<file path="src/rtl/pairfile_pkg.sv">
package pairfile_pkg;

    localparam int NBYTE = 8;

    typedef enum logic [3:0] {
        OP_IDLE   = 4'd0,
        OP_PUT8   = 4'd1,
        OP_LOAD16 = 4'd2,
        OP_INC16  = 4'd3,
        OP_DEC16  = 4'd4,
        OP_ADDHL  = 4'd5,
        OP_SWAPDH = 4'd6,
        OP_HL2SP  = 4'd7
    } pf_op_e;

    localparam logic [1:0] PSEL_BC = 2'd0;
    localparam logic [1:0] PSEL_DE = 2'd1;
    localparam logic [1:0] PSEL_HL = 2'd2;
    localparam logic [1:0] PSEL_SP = 2'd3;

    localparam logic [2:0] BSEL_HOLE = 3'd6;
    localparam logic [2:0] BSEL_ACC  = 3'd7;

endpackage

</file>
<file path="src/rtl/pf_arith.sv">
module pf_arith #(
    parameter int W = 16
) (
    input  logic [W-1:0] operand_i,
    input  logic [W-1:0] hl_i,
    output logic [W-1:0] inc_o,
    output logic [W-1:0] dec_o,
    output logic [W-1:0] sum_o,
    output logic         cout_o
);
    localparam logic [W-1:0] ONE = W'(1);

    logic [W:0] wide_sum;

    always_comb begin
        inc_o    = operand_i + ONE;
        dec_o    = operand_i - ONE;
        wide_sum = {1'b0, hl_i} + {1'b0, operand_i};
        sum_o    = wide_sum[W-1:0];
        cout_o   = wide_sum[W];
    end

endmodule

</file>
<file path="src/rtl/pf_store.sv">
module pf_store
    import pairfile_pkg::*;
#(
    parameter int BW = 8
) (
    input  logic                        clk,
    input  logic                        rst,
    input  logic                        wr8_en,
    input  logic [2:0]                  wr8_sel,
    input  logic [BW-1:0]               wr8_data,
    input  logic                        wr16_en,
    input  logic [1:0]                  wr16_sel,
    input  logic [2*BW-1:0]             wr16_data,
    input  logic                        swap_en,
    input  logic                        cy_en,
    input  logic                        cy_data,
    output logic [NBYTE-1:0][BW-1:0]    bytes_o,
    output logic [2*BW-1:0]             sp_o,
    output logic                        cy_o
);
    localparam int PW = 2 * BW;

    logic [BW-1:0] q [NBYTE];
    logic [PW-1:0] sp_q;
    logic          cy_q;

    for (genvar i = 0; i < NBYTE; i++) begin : g_byte
        localparam logic [2:0] ME = 3'(i);
        if (i == 6) begin : g_hole
            assign q[i] = '0;
        end else if (i == 7) begin : g_acc
            always_ff @(posedge clk) begin
                if (rst)
                    q[i] <= '0;
                else if (wr8_en && wr8_sel == ME)
                    q[i] <= wr8_data;
            end
        end else begin : g_paired
            localparam logic [1:0] MYPAIR = 2'(i / 2);
            localparam bit         HIGH   = (i % 2) == 0;
            localparam bit         SWAPS  = (i >= 2);
            localparam int         PART   = i ^ 6;
            always_ff @(posedge clk) begin
                if (rst)
                    q[i] <= '0;
                else if (wr8_en && wr8_sel == ME)
                    q[i] <= wr8_data;
                else if (wr16_en && wr16_sel == MYPAIR)
                    q[i] <= HIGH ? wr16_data[PW-1:BW] : wr16_data[BW-1:0];
                else if (SWAPS && swap_en)
                    q[i] <= q[PART];
            end
        end
        assign bytes_o[i] = q[i];
    end

    always_ff @(posedge clk) begin
        if (rst)
            sp_q <= '0;
        else if (wr16_en && wr16_sel == PSEL_SP)
            sp_q <= wr16_data;
    end

    always_ff @(posedge clk) begin
        if (rst)
            cy_q <= 1'b0;
        else if (cy_en)
            cy_q <= cy_data;
    end

    assign sp_o = sp_q;
    assign cy_o = cy_q;

endmodule

</file>
<file path="src/rtl/pairfile_top.sv">
module pairfile_top
    import pairfile_pkg::*;
#(
    parameter int BW = 8
) (
    input  logic              clk,
    input  logic              rst,
    input  logic [3:0]        op_i,
    input  logic [2:0]        wsel8_i,
    input  logic [1:0]        psel_i,
    input  logic [BW-1:0]     wdata8_i,
    input  logic [2*BW-1:0]   wdata16_i,
    input  logic [2:0]        rsel8_i,
    input  logic [1:0]        rsel16_i,
    output logic [BW-1:0]     rdata8_o,
    output logic [2*BW-1:0]   rdata16_o,
    output logic [2*BW-1:0]   hl_o,
    output logic              carry_o
);
    localparam int PW = 2 * BW;

    pf_op_e                  op;
    logic [NBYTE-1:0][BW-1:0] bytes_w;
    logic [PW-1:0]           sp_w, bc_w, de_w, hl_w, sel_pair_w;
    logic [BW-1:0]           acc_w;
    logic [PW-1:0]           inc_w, dec_w, sum_w;
    logic                    sum_cy;
    logic                    cy_w;

    logic                    wr8_en;
    logic                    wr16_en;
    logic [1:0]              wr16_sel;
    logic [PW-1:0]           wr16_data;
    logic                    swap_en;
    logic                    cy_en;

    assign op = pf_op_e'(op_i);

    function automatic logic [PW-1:0] pick_pair(
        input logic [1:0]    sel,
        input logic [PW-1:0] bc, de, hl, sp
    );
        unique case (sel)
            PSEL_BC: pick_pair = bc;
            PSEL_DE: pick_pair = de;
            PSEL_HL: pick_pair = hl;
            default: pick_pair = sp;
        endcase
    endfunction

    assign bc_w  = {bytes_w[0], bytes_w[1]};
    assign de_w  = {bytes_w[2], bytes_w[3]};
    assign hl_w  = {bytes_w[4], bytes_w[5]};
    assign acc_w = bytes_w[BSEL_ACC];

    assign sel_pair_w = pick_pair(psel_i, bc_w, de_w, hl_w, sp_w);

    pf_arith #(.W(PW)) u_arith (
        .operand_i (sel_pair_w),
        .hl_i      (hl_w),
        .inc_o     (inc_w),
        .dec_o     (dec_w),
        .sum_o     (sum_w),
        .cout_o    (sum_cy)
    );

    always_comb begin
        wr8_en    = 1'b0;
        wr16_en   = 1'b0;
        wr16_sel  = psel_i;
        wr16_data = wdata16_i;
        swap_en   = 1'b0;
        cy_en     = 1'b0;
        unique case (op)
            OP_PUT8:   wr8_en = (wsel8_i != BSEL_HOLE);
            OP_LOAD16: wr16_en = 1'b1;
            OP_INC16: begin
                wr16_en   = 1'b1;
                wr16_data = inc_w;
            end
            OP_DEC16: begin
                wr16_en   = 1'b1;
                wr16_data = dec_w;
            end
            OP_ADDHL: begin
                wr16_en   = 1'b1;
                wr16_sel  = PSEL_HL;
                wr16_data = sum_w;
                cy_en     = 1'b1;
            end
            OP_SWAPDH: swap_en = 1'b1;
            OP_HL2SP: begin
                wr16_en   = 1'b1;
                wr16_sel  = PSEL_SP;
                wr16_data = hl_w;
            end
            default: ;
        endcase
    end

    pf_store #(.BW(BW)) u_store (
        .clk       (clk),
        .rst       (rst),
        .wr8_en    (wr8_en),
        .wr8_sel   (wsel8_i),
        .wr8_data  (wdata8_i),
        .wr16_en   (wr16_en),
        .wr16_sel  (wr16_sel),
        .wr16_data (wr16_data),
        .swap_en   (swap_en),
        .cy_en     (cy_en),
        .cy_data   (sum_cy),
        .bytes_o   (bytes_w),
        .sp_o      (sp_w),
        .cy_o      (cy_w)
    );

    assign rdata8_o  = bytes_w[rsel8_i];
    assign rdata16_o = pick_pair(rsel16_i, bc_w, de_w, hl_w, sp_w);
    assign hl_o      = hl_w;
    assign carry_o   = cy_w;

endmodule

</file>
<file path="config.mk">
export PLATFORM = sky130hd
export DESIGN_NAME = pairfile_top
export DESIGN_NICKNAME = d
export VERILOG_FILES = /design/src/rtl/pairfile_pkg.sv /design/src/rtl/pf_arith.sv /design/src/rtl/pf_store.sv /design/src/rtl/pairfile_top.sv
export SDC_FILE = /design/constraint.sdc
export NUM_CORES = 1
export LEC_CHECK = 0
export BUFFER_PORTS_ARGS = -buffer_cell sky130_fd_sc_hd__clkbuf_2
export CAP_MARGIN = 20
export CELL_PAD_IN_SITES_DETAIL_PLACEMENT = 1
export CELL_PAD_IN_SITES_GLOBAL_PLACEMENT = 2
export CORE_UTILIZATION = 30
export CTS_CLUSTER_SIZE = 24
export DETAILED_ROUTE_END_ITERATION = 10
export GPL_TIMING_DRIVEN = 1
export PLACE_DENSITY_LB_ADDON = 0.1
export RECOVER_POWER = 100
export SETUP_SLACK_MARGIN = 0.2
export SLEW_MARGIN = 5
export SYNTH_ARGS = -nofsm -noshare
export SYNTH_HDL_FRONTEND = slang
export SYNTH_HIERARCHICAL = 1
export SYNTH_SLANG_ARGS = --single-unit
</file>
<file path="constraint.sdc">
create_clock -name clk -period 8.9 [get_ports clk]
set_input_delay 0 -clock clk [delete_from_list [all_inputs] [get_ports clk]]
set_output_delay 0 -clock clk [all_outputs]
set_load 0.02 [all_outputs]
</file>
==> impl_metrics.csv <==
group,metric,value,unit
clocking,cts_tree,"built",
drt,top_layer_used,"met4",
floorplan,start_util,30.65,%
sta,min_period,4.985,ns
synth,synth_cells,777,
clocking,postCtsHoldBufs,0,
placement,dp_slack,4.462,ns
clocking,htreeDepth,3,
placement,gp_congestion,0.8124,
synth,async_reset_ff_share,0,%
finish,multiInputGateArea,5243,sq um
run_status,status,"finished with violations",
floorplan,fp.dieW,157.1,microns
synth,synth_area_per_cell,9.288,sq um
finish,fin_util,33.52,%
sta,drv_slew,25,
synth,synth_area_leader_cell,"dfxtp_1",
synth,synth_edf_count,0,
hold_path,whs_path_depth,3,
critical_path,path_class,"register to register",
drt,wl_per_cell,27.02,microns
sta,skew,0.009362,ns
global_route,grt_pass1_wl,44.39,mm
power_and_ir_drop,power,0.001076,W
placement,port_buffers,80,
placement,dp_hpwl,21.67,mm
power_and_ir_drop,p_leak,3.170,nW
global_route,track_usage,24.75,%
floorplan,die_area,24680,sq um
drt,drc,0,
finish,layout.nets,861,
global_route,gr-total-overflow,0,
clocking,cts.clk_slew.worst_paths,0.06,ns
hold_path,hold_path_class,"input pin to register",
global_route,grt_start_max_net_pins,74,
clocking,cts_resized,0,
floorplan,rows,56,
floorplan,coreArea,23540,sq um
sta,rsz0062_at_grt,"false",
floorplan,pin_count,81,
clocking,root_buffer,"clkbuf_16",
synth,yosys_warnings,6,
power_and_ir_drop,ir_worst_vdd,75.53,uV
drt,vias_per_cell,5.861,
critical_path,cp-start-kind,"register",
sta,finalHoldViolations,0,
synth,netlist_top_cells_area,"dfxtp_1 20%, mux2i_1 11%, mux4_2 10%",
finish,diodes,0,
drt,final_antenna_net_count,0,
drt,num_vias,6599,
sta,setup_viol,0,
finish,register_area,1461,sq um
drt,drt_wl_total,30.42,mm
floorplan,die_height,157.1,microns
synth,synth.yosys.seq_area_share,20.25,%
synth,synth_top_cell_area_share,20.25,%
run_status,violations,"capacitance limit, slew limit",
global_route,grt_pass1_vias,6707,
critical_path,worstPathArrival,5.16,ns
power_and_ir_drop,p_per_area,136.4,nW/um^2
synth,syn_area,7217,sq um
placement,dp.cells,1110,
drt,drt_iter0_markers,378,
clocking,cts.sinks,73,
drt,wl_met3,1.549,mm
drt,route.met2.wl,14.42,mm
drt,m1WireLength,13.52,mm
clocking,clk_latency,0.34,ns
drt,first_pass_iters,5,
finish,area_growth,9.345,%
clocking,clockBufferDepth,2,
sta,worst_slew_pin_slew,1.609,ns
flow_run,drv_cap,1,
sta,layout_setup_ws,3.915,ns
clocking,cts_made_buffers,9,
clocking,post-cts-setup-buffer-count,0,
critical_path,critPathMaxFanout,8,
synth,yosysUniqueCellTypes,67,
global_route,antenna_found_initial,2,
sta,tns,0,ns
finish,fill_cells,2833,
sta,fmax,200.6,MHz
critical_path,crit_path_end_kind,"register",
finish,layout-drive-gt1-share,16.11,%
synth,synth-seq-cells,73,
sta,period_share,56.01,%
critical_path,r2r_cells,14,
finish,stdcell_count,1126,
sta,slew_headroom,-7.244,%
synth,synthFlopType,"dfxtp_1",
critical_path,required,9.07,ns
[final cells by class]
class | count | area share (%)
repair buffers | 91 | 5.327
well taps | 319 | 5.058
clock inverters | 5 | 0.9830
inverters | 10 | 0.4757
flip-flops and latches | 73 | 18.52
clock buffers | 11 | 3.203
multi-input cells | 617 | 66.43
[cell usage after synthesis, types with 4 or more instances]
master	instances
nand2_1	101
mux2i_1	80
dfxtp_1	73
a21oi_1	69
a211o_1	33
clkbuf_1	33
mux4_2	32
nor2_1	32
nor4bb_1	30
buf_2	25
a21o_1	22
xnor2_1	20
ha_1	18
xor2_1	18
mux4_1	16
nand3_1	14
o22ai_1	14
buf_4	13
and3_1	10
inv_1	10
mux2_2	10
a211oi_1	9
a211oi_2	9
buf_6	6
nand3b_1	6
o21ai_0	6
and4bb_2	4
nand2b_1	4
nor3_1	4
nor3_2	4
[cell usage in the layout, fill, tap and decap left out, drive strengths merged, types with 3 or more instances in the layout]
cell | synthesis | layout
inv | 10 | 10
nand4 | 3 | 3
a211oi | 18 | 18
a211o | 33 | 33
conb | 1 | 8
o21ai | 7 | 7
dfxtp | 73 | 73
xor2 | 18 | 18
buf | 49 | 8
nand2b | 4 | 4
clkbuf | 35 | 94
nor3 | 8 | 8
and3 | 10 | 10
a21oi | 69 | 69
mux4 | 48 | 48
or3b | 5 | 5
nor4bb | 30 | 30
and4 | 3 | 3
nor3b | 4 | 4
o22ai | 14 | 14
a21o | 23 | 23
nand3b | 6 | 6
nor4 | 3 | 3
and4bb | 4 | 4
ha | 18 | 18
mux2i | 80 | 80
nand2 | 101 | 101
mux2 | 10 | 10
nand3 | 14 | 14
nor2 | 33 | 33
xnor2 | 20 | 20
[routing by layer]
layer | vias to the layer above | global-route usage, %
met1 | 3387 | 32.85
met5 | - | 0
met2 | 192 | 40.89
met3 | 40 | 3.166
li1 | 2980 | -
met4 | 0 | 9.200
[where the power goes]
part | leakage (nW) | total (W) | internal (W) | switching (W)
logic | 2.42 | 0.000301 | 0.000122 | 0.000179
registers | 0.592 | 0.000364 | 0.000340 | 0.0000247
clock network | 0.162 | 0.000411 | 0.000260 | 0.000151
[path summary, 6_finish.rpt]
check	start	endpoint	slack, ns
worst min register to register	u_store/sp_o[9]	u_store/sp_o[9]	0.47
worst min-delay path	wdata8_i[5]	u_store/bytes_o[61]	0.004
worst max register to register	u_store/bytes_o[45]	u_store/bytes_o[39]	3.91
worst max-delay path	u_store/bytes_o[45]	u_store/bytes_o[39]	3.91
[registers in the layout, summed over array words and instances, names as in the netlist]
signal           flops
u_store/sp_o        16
u_store/cy_o         1
u_store/bytes_o     56
[cells by family (layout without fill, tap and decap cells)]
logic type / count (synthesis) / in the layout / synth area share, %
xor gates and xnor gates: 38 / 38 / 4.612
buffers and inverters: 94 / 117 / 7.108
muxes: 138 / 138 / 28.47
adders and majority gates: 19 / 19 / 3.398
AOI/OAI and AO/OA: 176 / 176 / 17.32
and+or+nand+nor: 238 / 238 / 18.79
other: 1 / 8 / 0.05196
DFF: 73 / 73 / 20.25
[worst max-delay path, cell delays in order, from the launching register on]
cell and delay (ns):
dfxtp_1 0.31, clkbuf_1 0.63, mux4_2 0.55, ha_1 0.33, nand2_1 0.12, nor3_1 0.09
o311ai_0 1.06, o311ai_0 0.42, xnor2_1 0.21, nand3b_1 0.10, a21oi_1 0.09, a211o_1 0.34
nor4bb_1 0.34, a211o_1 0.15, a21oi_1 0.06
[stage by stage]
| stage | hold slack, ns | cell area [sq um] |
|---|---|---|
| global placement | 0.3434 | 7675 |
| floorplan | 0.1360 | 7243 |
| global route | 0.01236 | 7891 |
| detailed placement | 0.3552 | 7675 |
| CTS | 0.001670 | 8005 |
| finish | 0.004082 | 7891 |
No activity file was read; power rests on OpenSTA's default activity.
